<file path="src/rtl/edge_dly_pkg.sv">
package edge_dly_pkg;
  typedef struct packed {
    logic load;
    logic dec;
    logic clr;
  } dtStrobe_t;

  typedef enum logic [1:0] {
    ST_IDLE  = 2'd0,
    ST_COUNT = 2'd1,
    ST_ON    = 2'd2
  } dtState_e;
endpackage

</file>
<file path="src/rtl/edge_dly_dp.sv">
module edge_dly_dp
  import edge_dly_pkg::*;
#(
  parameter int CNT_W = 4
) (
  input  logic             clk,
  input  logic             rst_n,
  input  dtStrobe_t        strobe,
  input  logic [CNT_W-1:0] dlyIn,
  output logic             dlyZero,
  output logic             isLast
);
  localparam logic [CNT_W-1:0] ONE = CNT_W'(1);

  logic [CNT_W-1:0] cnt;

  always_ff @(posedge clk or negedge rst_n) begin
    if (!rst_n)          cnt <= '0;
    else if (strobe.clr) cnt <= '0;
    else if (strobe.load) cnt <= dlyIn;
    else if (strobe.dec) cnt <= cnt - ONE;
  end

  assign dlyZero = (dlyIn == '0);
  assign isLast  = (cnt == ONE);

  // control issues at most one strobe per cycle
  a_r2_one_strobe: assert property (@(posedge clk) disable iff (!rst_n)
    $onehot0({strobe.load, strobe.dec, strobe.clr}));

  // a running count never steps below zero
  a_r2_no_underflow: assert property (@(posedge clk) disable iff (!rst_n)
    strobe.dec |-> (cnt != '0));

  // the delay is captured at the trigger edge
  a_r6_capture: assert property (@(posedge clk) disable iff (!rst_n)
    strobe.load |=> (cnt == $past(dlyIn)));
endmodule

</file>
<file path="src/rtl/edge_dly_ctrl.sv">
module edge_dly_ctrl
  import edge_dly_pkg::*;
(
  input  logic      clk,
  input  logic      rst_n,
  input  logic      rawIn,
  input  logic      dlyZero,
  input  logic      isLast,
  output dtStrobe_t strobe,
  output logic      gateOn
);
  dtState_e state, stateNxt;

  always_comb begin
    strobe   = '0;
    stateNxt = state;
    if (!rawIn) begin
      strobe.clr = (state != ST_IDLE);
      stateNxt   = ST_IDLE;
    end else begin
      unique case (state)
        ST_IDLE: begin
          strobe.load = 1'b1;
          stateNxt    = dlyZero ? ST_ON : ST_COUNT;
        end
        ST_COUNT: begin
          strobe.dec = 1'b1;
          stateNxt   = isLast ? ST_ON : ST_COUNT;
        end
        default: stateNxt = ST_ON;
      endcase
    end
  end

  always_ff @(posedge clk or negedge rst_n) begin
    if (!rst_n) state <= ST_IDLE;
    else        state <= stateNxt;
  end

  assign gateOn = (state == ST_ON);

  // the enable only rises after the raw input was sampled high
  a_r3_rise_after_high: assert property (@(posedge clk) disable iff (!rst_n)
    $rose(gateOn) |-> $past(rawIn));

  // a low raw input withdraws the enable at the next edge
  a_r5_drop: assert property (@(posedge clk) disable iff (!rst_n)
    !rawIn |=> !gateOn);
endmodule

</file>
<file path="src/rtl/edge_dly_gen.sv">
module edge_dly_gen
  import edge_dly_pkg::*;
#(
  parameter int CH_N  = 4,
  parameter int CNT_W = 4
) (
  input  logic                  clk,
  input  logic                  rst_n,
  input  logic [CH_N-1:0]       rawIn,
  input  logic [CH_N*CNT_W-1:0] dlyIn,
  output logic [CH_N-1:0]       drvOut
);
  for (genvar i = 0; i < CH_N; i++) begin : g_ch
    dtStrobe_t strobe;
    logic      dlyZero;
    logic      isLast;
    logic      gateOn;

    edge_dly_ctrl u_ctrl (
      .clk    (clk),
      .rst_n  (rst_n),
      .rawIn  (rawIn[i]),
      .dlyZero(dlyZero),
      .isLast (isLast),
      .strobe (strobe),
      .gateOn (gateOn)
    );

    edge_dly_dp #(.CNT_W(CNT_W)) u_dp (
      .clk    (clk),
      .rst_n  (rst_n),
      .strobe (strobe),
      .dlyIn  (dlyIn[i*CNT_W +: CNT_W]),
      .dlyZero(dlyZero),
      .isLast (isLast)
    );

    // turn-off passes through the AND gate without a register
    assign drvOut[i] = rawIn[i] & gateOn;
  end
endmodule

</file>
<file path="config.mk">
export PLATFORM = sky130hd
export DESIGN_NAME = edge_dly_gen
export DESIGN_NICKNAME = d
export VERILOG_FILES = /design/src/rtl/edge_dly_pkg.sv /design/src/rtl/edge_dly_dp.sv /design/src/rtl/edge_dly_ctrl.sv /design/src/rtl/edge_dly_gen.sv
export SDC_FILE = /design/constraint.sdc
export NUM_CORES = 1
export LEC_CHECK = 0
export BUFFER_PORTS_ARGS = -buffer_cell sky130_fd_sc_hd__buf_2
export CORE_UTILIZATION = 53
export CTS_BUF_LIST = sky130_fd_sc_hd__clkbuf_4
export DETAILED_ROUTE_END_ITERATION = 12
export GPL_TIMING_DRIVEN = 0
export PLACE_DENSITY = 0.78
export SYNTH_ARGS = -nofsm -noshare
export SYNTH_HDL_FRONTEND = slang
export SYNTH_SLANG_ARGS = --single-unit
</file>
<file path="constraint.sdc">
create_clock -name clk -period 1.1 [get_ports clk]
set_input_delay 0.165 -clock clk [delete_from_list [all_inputs] [get_ports clk]]
set_output_delay 0.165 -clock clk [all_outputs]
set_load 0.01 [all_outputs]
</file>
==> summary.txt, run 1 <==
Setup path
  – Crit path DAT: 1.15 ns
  – CP startpoint kind: flip-flop
  – Critical path endpoint category: primary output
  – Crit path cell chain: buf_6, inv_2, and3_1, buf_2
  – Slowest cell on crit path: dfrtp_1
  – Crit path largest cell delay: 0.42 ns
  – Critical path type: flip-flop to primary output
  – Max FO, Critical Path: 2
  – Worst EP required: 0.94 ns

Place
  – DP Wirelength: 2613 um
  – DP Area: 1892 sq um
  – Number of port buffers: 25
  – Pre-CTS setup slack: -0.1432 ns
  – Final Wtd Congestion: 0.9015

Floorplanning
  – IO Pins: 26
  – Core Footprint: 3053 sq um
  – Chip Width: 58.83 um
  – Die H: 58.83 um
  – Die area: 3461 sq um
  – Starting Density: 56.07%
  – Row count: 20

Job
  – Max-cap viol count: 0

Layout
  – Antenna Cells: 0
  – Final instance area: ~2500 sq um
  – Synthesis-to-layout area growth: 47.81%
  – Filler cell count: 186
  – Final net count: ~280
  – Share of cells above drive strength 1: 48.80%

Synthesis
  – Top cells by area, synth: dfrtp_1, ha_1, nor2b_1, and4bb_1, mux2i_1
  – Share of the synthesized area in the top cell type: 35.09%
  – Syn_nets: approximately 220
  – Asr flop ratio synth: 100.0%
  – Post-synthesis sequential area ratio: about a third
  – Mapped cell area: between 1500 and 2000 sq um
  – Area leader, netlist: dfrtp_1
  – Synth warn: 0
  – Ys flop type: dfrtp_1
  – Synth Register Bits: 24
  – Synthesized instance count: ~190
  – Distinct cell type count after synthesis: 35
  – Mean Syn Cell Area: roughly 9.1 sq um
  – Post-synth EDFFs: 0

Route
  – Drt via density: 5.816
  – WL final: about 4800 um
  – Detailed Routing Iterations Pass 1: 4
  – Via count: 1,710
  – Antenna Violating Nets Remaining: 0
  – Drt drc: 0
  – Initial DRC count: around 120
  – Wire per inst: around 16 um

GRT
  – Antenna violations before repair: 0
  – Global route overflow: 0
  – Total GRT Usage: between 20 and 30%
  – First-pass GRT wire length: 7286 um
  – Vias in the first global route: approximately 1,600
  – Largest net degree at the start of global routing: 25

Clocking
  – Sink Count: 24
  – Clk slew on worst S/H paths: 0.14 ns
  – CTS tree: built
  – H-tree depth: 1
  – Num CTS Buffers: 3
  – Clock buffer depth: 2
  – CTS root buffer: clkbuf_4
  – Clock Latency Late Sink: 0.32 ns

Power
  – Sw power: 0.002127 W
  – Combinational fraction of design power: slightly above 60%
  – Clock Power Share: about 7.8%
  – Seq pwr share: 31.7%
  – P_int: roughly 0.0031 W
  – Pwr dens: 2072 nW/um^2
  – Sw Ratio: 40.59%
  – Pleak: about 1.1 nW
  – VDD IR max: around 1400 uV

Timing
  – Final hold viol count: 0
  – Max Clk Rate: 762.7 MHz
  – Clk_skew: 0.009186 ns
  – Post-route clock period utilization: 119.2%
  – Final Max Slew Viols: 0
  – Fin crit period: around 1.3 ns
  – Post-route setup slack: -0.2112 ns
  – Worst-Margin Slew: 0.5343 ns
  – Slew headroom: 64.38%
  – Final setup vio count: 27
  – RSZ-0062 raised after global routing: true

Min path
  – Min-delay worst type: primary input to flip-flop

Status
  – Violated checks: setup timing
  – Status: complete, but fails checks
-- timing repair --
action / 4_1_cts / 5_1_grt
pin swaps: 21 / 23
gates resized for setup: 53 / 27
endpoints found under the setup margin: 24 / 28
cloned: 3 / 0
endpoints found under the hold margin: 24 / 0
setup buffers: 22 / 7
hold buffers: 1 / 0
-- routing by layer --
layer  track usage [%]  wire length [um]  share of wire, %
met4             11.22                91               1.9
met1             32.58              1953                41
met3             5.495               193               4.0
met5                 0                 0                 0
met2             49.35              2535                53
-- per-stage QoR --
stage / power [W] / setup TNS [ns] / hold slack, ns / util, % / instances
after floorplan: 0.002782 / -0.01868 / -0.1306 / - / 188
after global placement: 0.003085 / -0.6382 / 0.1689 / 61.97 / 257
after detailed placement: 0.003217 / -1.254 / 0.1834 / 61.97 / 257
after CTS: 0.004625 / -2.425 / 0.1157 / 77.42 / 287
after global routing: 0.005570 / -4.298 / 0.1003 / 82.87 / 294
final: 0.005241 / -2.884 / 0.1216 / 82.87 / 294
-- worst max-delay path: cells and delay by family (launching register included) --
kind | cells | cell delay, ns
buf+inv | 3 | 0.29
simple gates | 1 | 0.12
flops | 1 | 0.42
-- registers in the layout (all words and copies together), names as in the netlist --
name,count
g_ch.u_ctrl.state,8
g_ch.u_dp.cnt,16
-- area by class of cell --
cell class | instances | area (sq um) | share of cell area (%)
Multi-Input combinational cell | 137 | 1224 | 48.37
Sequential cell | 24 | 604.3 | 23.89
Timing Repair Buffer | 58 | 446.7 | 17.66
Buffer | 12 | 115.1 | 4.550
Inverter | 15 | 58.81 | 2.324
Tap cell | 44 | 55.05 | 2.176
Clock buffer | 3 | 22.52 | 0.8902
Clock inverter | 1 | 3.754 | 0.1484
-- power groups by stage --
stage               Clock, W  Sequential [W]  Combinational [W]
floorplan                  0         0.00145            0.00133
global placement           0         0.00153            0.00155
detailed placement         0         0.00155            0.00166
CTS                 0.000417         0.00159            0.00262
global route        0.000466         0.00170            0.00340
finish              0.000411         0.00166            0.00317
-- Yosys cell counts (4+ instances only) --
| master | number |
|---|---|
| dfrtp_1 | 24 |
| inv_1 | 15 |
| nand2_1 | 15 |
| nor2b_1 | 13 |
| nor3_1 | 9 |
| ha_1 | 8 |
| nor2_1 | 8 |
| o211ai_1 | 8 |
| buf_2 | 7 |
| mux2i_1 | 7 |
| nand3_1 | 7 |
| a31oi_1 | 6 |
| and4bb_1 | 6 |
| nand2b_1 | 6 |
| and2_1 | 5 |
| and3_1 | 5 |
| nor4bb_1 | 5 |
| o21ai_1 | 4 |
-- cell families (layout without fill, tap and decap cells) --
family | count (synthesis) | after routing | synth area share, %
simple gates | 85 | 85 | 30.70
buf+inv | 27 | 89 | 8.186
compound gates | 37 | 37 | 16.08
flops | 24 | 24 | 35.09
mux | 7 | 7 | 4.094
fa+ha+maj | 8 | 8 | 5.848
-- cells in the final DEF, fill, tap and decap left out, types with 4 or more instances in the layout --
cell type and instances:
a211oi_2 4, a31oi_1 6, and2_1 5, and3_1 5, and4bb_1 6, buf_2 28
buf_4 20, buf_6 19, dfrtp_1 21, ha_4 7, inv_1 4, inv_2 10
mux2i_1 7, nand2_1 12, nand2b_1 5, nand3_1 7, nor2_1 6, nor2b_1 12
nor3_1 5, nor3_4 4, o211ai_1 8
-- worst paths after layout --
path                                                   startpoint                         endpoint  slack [ns]  cells after the start
max in group asynchronous                                   rst_n  g_ch[2].u_dp.cnt[0]$_DFFE_PN0P_        0.38                      2
worst max register to register  g_ch[3].u_ctrl.state[1]$_DFF_PN0_  g_ch[3].u_dp.cnt[1]$_DFFE_PN0P_       -0.19                      5
min in group asynchronous                                   rst_n  g_ch[3].u_dp.cnt[1]$_DFFE_PN0P_        0.33                      2
worst min-delay path                                     dlyIn[3]  g_ch[0].u_dp.cnt[3]$_DFFE_PN0P_        0.12                      3
worst min register to register    g_ch[0].u_dp.cnt[3]$_DFFE_PN0P_  g_ch[0].u_dp.cnt[3]$_DFFE_PN0P_        0.60                      2
worst max-delay path            g_ch[3].u_ctrl.state[0]$_DFF_PN0_                        drvOut[3]       -0.21                      4
(Power assumes the default switching activity.)
==> run 2, diff against run 1 <==
--- a/config.mk
+++ b/config.mk
@@ -11,6 +11,7 @@
 export DETAILED_ROUTE_END_ITERATION = 12
 export GPL_TIMING_DRIVEN = 0
 export PLACE_DENSITY = 0.78
+export RECOVER_POWER = 25
 export SYNTH_ARGS = -nofsm -noshare
 export SYNTH_HDL_FRONTEND = slang
 export SYNTH_SLANG_ARGS = --single-unit
==> run 2 against run 1 <==
  * Sequential share of layout area is the same
  * Fmax is essentially flat
  * Sequential power is essentially flat
  * The run still ends with setup timing left
  * Flip-flop and latch count stayed put
  * Core utilization unchanged
  * Count of clock-buffer cells in the layout is the same
  * Final area stayed put
  * Critical path type unchanged
  * Wire length barely moved
  * Clock power is essentially flat
  * Die area unchanged
==> summary.txt, run 2 (synthesis results as in run 1) <==
GRT
  – Vias in the first global route: 1,638
  – Largest net degree at the start of global routing: 25
  – Antenna violations before repair: 0
  – Total GRT Usage: 27.75%
  – Global route overflow: 0
  – First-pass GRT wire length: 7286 um

Status
  – Violated checks: setup timing
  – Status: complete, but fails checks

Power
  – VDD IR max: 1376 uV
  – Sw power: between 0.002 and 0.0025 W
  – Combinational fraction of design power: roughly three fifths
  – P_int: 0.003114 W
  – Sw Ratio: 40.60%
  – Seq pwr share: 31.7%
  – Clock Power Share: 7.9%
  – Pwr dens: between 2000 and 2500 nW/um^2
  – Pleak: 1.135 nW

Layout
  – Most common cell after layout, fill and taps aside: buf_2
  – Synthesis-to-layout area growth: 47.81%
  – Antenna Cells: 0
  – Most frequent cells in the layout: buf_2, dfrtp_1, buf_4
  – Max reg flops: 16
  – Most flops, register: g_ch.u_dp.cnt
  – Share of cells above drive strength 1: 48.80%
  – Final net count: 281
  – Top Registers: g_ch.u_dp.cnt: 16 flops, g_ch.u_ctrl.state: 8 flops

Timing
  – Final Max Slew Viols: 0
  – Clk_skew: 0.009534 ns
  – Worst-Margin Slew: 0.5938 ns
  – Setup_tns: -2.887 ns
  – Final setup vio count: 27
  – RSZ-0062 raised after global routing: true
  – Hold slack: around 0.12 ns
  – Final hold viol count: 0
  – Slew headroom: 60.41%
  – Post-route setup slack: -0.2114 ns
  – Max Clk Rate: 762.5 MHz
  – Post-route clock period utilization: 119.2%
  – Fin crit period: 1.311 ns

Clocking
  – Num CTS Buffers: 3
  – Clk slew on worst S/H paths: 0.14 ns
  – Clock buffer depth: 2
  – Clock Latency Late Sink: ~0.32 ns
  – CTS tree: built
  – CTS root buffer: clkbuf_4
  – Sink Count: 24
  – H-tree depth: 1

Min path
  – Min-delay worst type: primary input to flip-flop
  – Hold path depth: 3

Route
  – Drt drc: 0
  – Detailed Routing Iterations Pass 1: 4
  – Via count: about 1,700
  – Antenna Violating Nets Remaining: 0
  – Drt via density: 5.813
  – WL final: 4769 um
  – Initial DRC count: 119
  – Wire per inst: 16.22 um

Setup path
  – Slowest cell on crit path: dfrtp_1
  – Critical path endpoint category: primary output
  – Crit path DAT: around 1.2 ns
  – Crit-path leading delay family: flip-flops
  – Crit path largest cell delay: 0.42 ns
  – Critical path buffer and inverter count: 3
  – Crit path cell chain: buf_6, inv_2, and3_1, buf_2
  – CP startpoint kind: flip-flop
  – Worst EP required: 0.94 ns
  – CP Depth: 4
  – Critical path type: flip-flop to primary output
  – Cell count of the worst reg-to-reg path: 5
  – Max FO, Critical Path: 2

Floorplanning
  – Row count: 20
  – Starting Density: 56.07%
  – Die area: 3461 sq um
  – Die H: 58.83 um
  – Chip Width: 58.83 um
  – Core Footprint: 3053 sq um
  – IO Pins: 26

Job
  – Max-cap viol count: 0

Place
  – Final Wtd Congestion: 0.9015
  – Number of port buffers: 25
  – DP Wirelength: roughly 2600 um
run 2: final cells by class:
type	instances	area, sq um
plain buffers	12	115.1
multi-input cells	137	1224
clock buffers	3	22.52
fillers	186	523.0
clock inverters	1	3.754
well taps	44	55.05
inverters	15	58.81
flip-flops and latches	24	604.3
repair buffers	58	446.7
run 2: through the flow:
step / area [sq um] / utilization [%] / setup slack (ns) / total power (W) / std cells
final: 2530 / 82.87 / -0.2114 / 0.005242 / 294
after global routing: 2530 / 82.87 / -0.2790 / 0.005570 / 294
after CTS: 2364 / 77.42 / -0.2213 / 0.004625 / 287
after detailed placement: 1892 / 61.97 / -0.1432 / 0.003217 / 257
after global placement: 1892 / 61.97 / -0.1124 / 0.003085 / 257
after floorplan: 1712 / - / -0.01202 / 0.002782 / 188
run 2: per-layer routing:
metal | track usage (%) | part of all wire (%) | up-vias
li1 | - | - | 802
met1 | 32.58 | 41 | 838
met2 | 49.35 | 53 | 56
met3 | 5.495 | 4.2 | 13
met4 | 11.22 | 1.9 | 0
met5 | 0 | 0 | -
run 2: power groups by stage:
stage / registers [W] / logic (W) / clock network, W
6_report: 0.00166 / 0.00317 / 0.000412
4_1_cts: 0.00159 / 0.00262 / 0.000417
3_5_place_dp: 0.00155 / 0.00166 / 0
3_3_place_gp: 0.00153 / 0.00155 / 0
5_1_grt: 0.00170 / 0.00340 / 0.000466
2_1_floorplan: 0.00145 / 0.00133 / 0
run 2: worst min-delay path, stage by stage:
cell	delay, ns
buf_2	0.09
a32oi_1	0.09
nand3_1	0.08
run 2: path summary, 6_finish.rpt:
kind / from / endpoint / slack [ns]
max: g_ch[3].u_ctrl.state[0]$_DFF_PN0_ / drvOut[3] / -0.21
min: dlyIn[3] / g_ch[0].u_dp.cnt[3]$_DFFE_PN0P_ / 0.12
max reg2reg: g_ch[3].u_ctrl.state[1]$_DFF_PN0_ / g_ch[3].u_dp.cnt[1]$_DFFE_PN0P_ / -0.19
min reg2reg: g_ch[0].u_dp.cnt[3]$_DFFE_PN0P_ / g_ch[0].u_dp.cnt[3]$_DFFE_PN0P_ / 0.61
max in group asynchronous: rst_n / g_ch[2].u_dp.cnt[0]$_DFFE_PN0P_ / 0.32
min in group asynchronous: rst_n / g_ch[3].u_dp.cnt[1]$_DFFE_PN0P_ / 0.35
run 2: what timing repair did:
action	4_1_cts	5_1_grt
setup buffers	22	7
gates resized for setup	53	27
endpoints found under the hold margin	24	0
hold buffers	1	0
setup endpoints to repair	24	28
pin swaps	21	23
gates cloned	3	0
==> run 3, diff against run 2 <==
--- a/config.mk
+++ b/config.mk
@@ -6,11 +6,13 @@
 export NUM_CORES = 1
 export LEC_CHECK = 0
 export BUFFER_PORTS_ARGS = -buffer_cell sky130_fd_sc_hd__buf_2
-export CORE_UTILIZATION = 53
+export CELL_PAD_IN_SITES_DETAIL_PLACEMENT = 0
+export CELL_PAD_IN_SITES_GLOBAL_PLACEMENT = 1
+export CORE_UTILIZATION = 40
 export CTS_BUF_LIST = sky130_fd_sc_hd__clkbuf_4
 export DETAILED_ROUTE_END_ITERATION = 12
 export GPL_TIMING_DRIVEN = 0
-export PLACE_DENSITY = 0.78
+export PLACE_DENSITY_LB_ADDON = 0.1
 export RECOVER_POWER = 25
 export SYNTH_ARGS = -nofsm -noshare
 export SYNTH_HDL_FRONTEND = slang
==> run 3 against run 2 <==
  * The flow still finishes with violations (setup timing)
  * Core utilization is 18 points lower
  * Worst setup slack worse by 0.018 ns
  * Combinational power about the same
  * Critical path depth is the same
  * Flip-flop and latch count did not move
  * Global-route usage decreased by 6.9 points
  * Final cell count rose by 4.1%
==> summary.txt, run 3 (synthesis results as in run 1) <==
Floorplanning
  – Die area: approximately 4500 sq um
  – Core Footprint: just over 4000 sq um
  – IO Pins: 26
  – Die H: 67.42 um
  – Row count: 23
  – Starting Density: a little over two fifths
  – Chip Width: 67.42 um

Timing
  – Worst-Margin Slew: around 0.64 ns
  – Final Max Slew Viols: 0
  – Clk_skew: 0.02535 ns
  – Fin crit period: 1.329 ns
  – Final hold viol count: 0
  – Post-route clock period utilization: 120.9%
  – Slew headroom: between 50% and 60%
  – Final setup vio count: 25
  – RSZ-0062 raised after global routing: true
  – Max Clk Rate: 752.2 MHz
  – Post-route setup slack: -0.2295 ns

Power
  – Pleak: around 1.2 nW
  – Sw power: 0.002092 W
  – P_int: around 0.0034 W
  – Combinational fraction of design power: 57.6%
  – Sw Ratio: 38.33%
  – Clock Power Share: 11.9%
  – Pwr dens: ~2100 nW/um^2
  – Seq pwr share: 30.5%
  – VDD IR max: 1517 uV
  – Total power: 0.005459 W

Setup path
  – Worst EP required: 0.94 ns
  – Slowest cell on crit path: dfrtp_1
  – Critical path endpoint category: primary output
  – Crit path DAT: 1.16 ns
  – Critical path buffer and inverter count: 3
  – Crit path cell chain: buf_6, inv_2, and3_1, buf_2
  – Critical path type: flip-flop to primary output
  – CP startpoint kind: flip-flop
  – Crit path largest cell delay: 0.42 ns
  – Crit-path leading delay family: flip-flops
  – Max FO, Critical Path: 2

Route
  – M1 wire length: about 2100 um
  – Wire per inst: 15.65 um
  – Met3 wire length: approximately 110 um
  – Drt drc: 0
  – Antenna Violating Nets Remaining: 0
  – Initial DRC count: 86
  – Drt via density: 5.464
  – WL final: 4789 um
  – WL met2: around 2600 um
  – Detailed Routing Iterations Pass 1: 4
  – Via count: 1,672
  – Highest metal used: met4

Status
  – Status: complete, but fails checks
  – Violated checks: setup timing

Job
  – Max-cap viol count: 0

Layout
  – Top Registers: g_ch.u_dp.cnt: 16 flops, g_ch.u_ctrl.state: 8 flops
  – Antenna Cells: 0
  – Final std cells w/o fill: 306
  – Final instance area: 2638 sq um
  – Max reg flops: 16
  – Most flops, register: g_ch.u_dp.cnt
  – Final net count: 287
  – Synthesis-to-layout area growth: 54.09%
  – Share of cells above drive strength 1: between 50% and 60%
  – Most frequent cells in the layout: buf_4, buf_2, buf_6

Min path
  – Min-delay worst type: primary input to flip-flop

Place
  – DP Area: 1899 sq um
  – DP Wirelength: 2728 um
  – Final Wtd Congestion: ~0.84
  – # placed instances: 263
  – Number of port buffers: 25

Clocking
  – H-tree depth: 1
  – Sink Count: 24
  – Clock Latency Late Sink: 0.33 ns
  – CTS tree: built
  – CTS root buffer: clkbuf_4
  – Clock buffer depth: 2
  – Num CTS Buffers: 3
  – Clk slew on worst S/H paths: 0.15 ns

GRT
  – Largest net degree at the start of global routing: 25
  – Total GRT Usage: 20.88%
  – First-pass GRT wire length: 7141 um
  – Global route overflow: 0
  – Vias in the first global route: 1,606
  – Antenna violations before repair: 0
-- run 3: changes by cell type in the layout (fill, tap and decap cells not counted), sizes merged --
cell,change
buf,+6
bufinv,+1
clkinv,-1
-- run 3: area by class of cell --
type / count / area (sq um)
Tap cell: 50 / 62.56
Multi-Input combinational cell: 137 / 1264
Sequential cell: 24 / 605.6
Buffer: 12 / 115.1
Clock buffer: 3 / 22.52
Timing Repair Buffer: 64 / 476.7
Clock inverter: 1 / 30.03
Inverter: 15 / 61.31
Fill cell: 321 / 1420
-- run 3: metal layers --
metal / vias to the layer above / track usage, %
li1: 817 / -
met2: 20 / 39.63
met5: - / 0
met1: 829 / 24.22
met3: 6 / 4.054
met4: 0 / 3.457
-- run 3: stage by stage --
stage / setup WS (ns) / TNS [ns] / utilization, % / hold WS [ns]
global placement: -0.1183 / -0.8176 / 46.81 / 0.1921
floorplan: -0.01202 / -0.01868 / - / -0.1306
global route: -0.3002 / -4.219 / 65.00 / 0.1186
CTS: -0.2480 / -2.522 / 57.79 / 0.1010
finish: -0.2295 / -2.797 / 65.00 / 0.1384
detailed placement: -0.1554 / -1.266 / 46.81 / 0.2007
-- run 3: path summary, 6_finish.rpt --
check                                             startpoint                         endpoint  slack, ns  cells past startpoint
min                                                 dlyIn[3]  g_ch[0].u_dp.cnt[3]$_DFFE_PN0P_       0.14                      3
min reg2reg                  g_ch[0].u_dp.cnt[1]$_DFFE_PN0P_  g_ch[0].u_dp.cnt[1]$_DFFE_PN0P_       0.59                      2
max in group asynchronous                              rst_n  g_ch[1].u_dp.cnt[0]$_DFFE_PN0P_       0.25                      2
max                        g_ch[3].u_ctrl.state[0]$_DFF_PN0_                        drvOut[3]      -0.23                      4
min in group asynchronous                              rst_n  g_ch[3].u_dp.cnt[2]$_DFFE_PN0P_       0.36                      2
max reg2reg                g_ch[3].u_ctrl.state[0]$_DFF_PN0_  g_ch[3].u_dp.cnt[2]$_DFFE_PN0P_      -0.21                      6
-- run 3: power groups by stage --
stage	Combinational [W]	Clock, W	Sequential, W
after floorplan	0.00133	0	0.00145
final	0.00315	0.000651	0.00166
after global placement	0.00158	0	0.00154
after CTS	0.00246	0.000690	0.00158
after detailed placement	0.00166	0	0.00155
after global routing	0.00341	0.000719	0.00171
-- run 3: worst reg2reg max path: stages, from the launching register on --
cell      delay [ns]
dfrtp_1         0.42
buf_6           0.13
buf_4           0.13
buf_8           0.13
nor2b_1         0.13
o211ai_1        0.17
o211ai_1        0.11
-- run 3: repair_timing --
action,4_1_cts,5_1_grt
setup endpoints to repair,23,28
endpoints found under the hold margin,24,0
buffers inserted,25,11
hold buffers,1,0
pin swaps,22,24
cloned,2,0
gates resized for setup,49,48
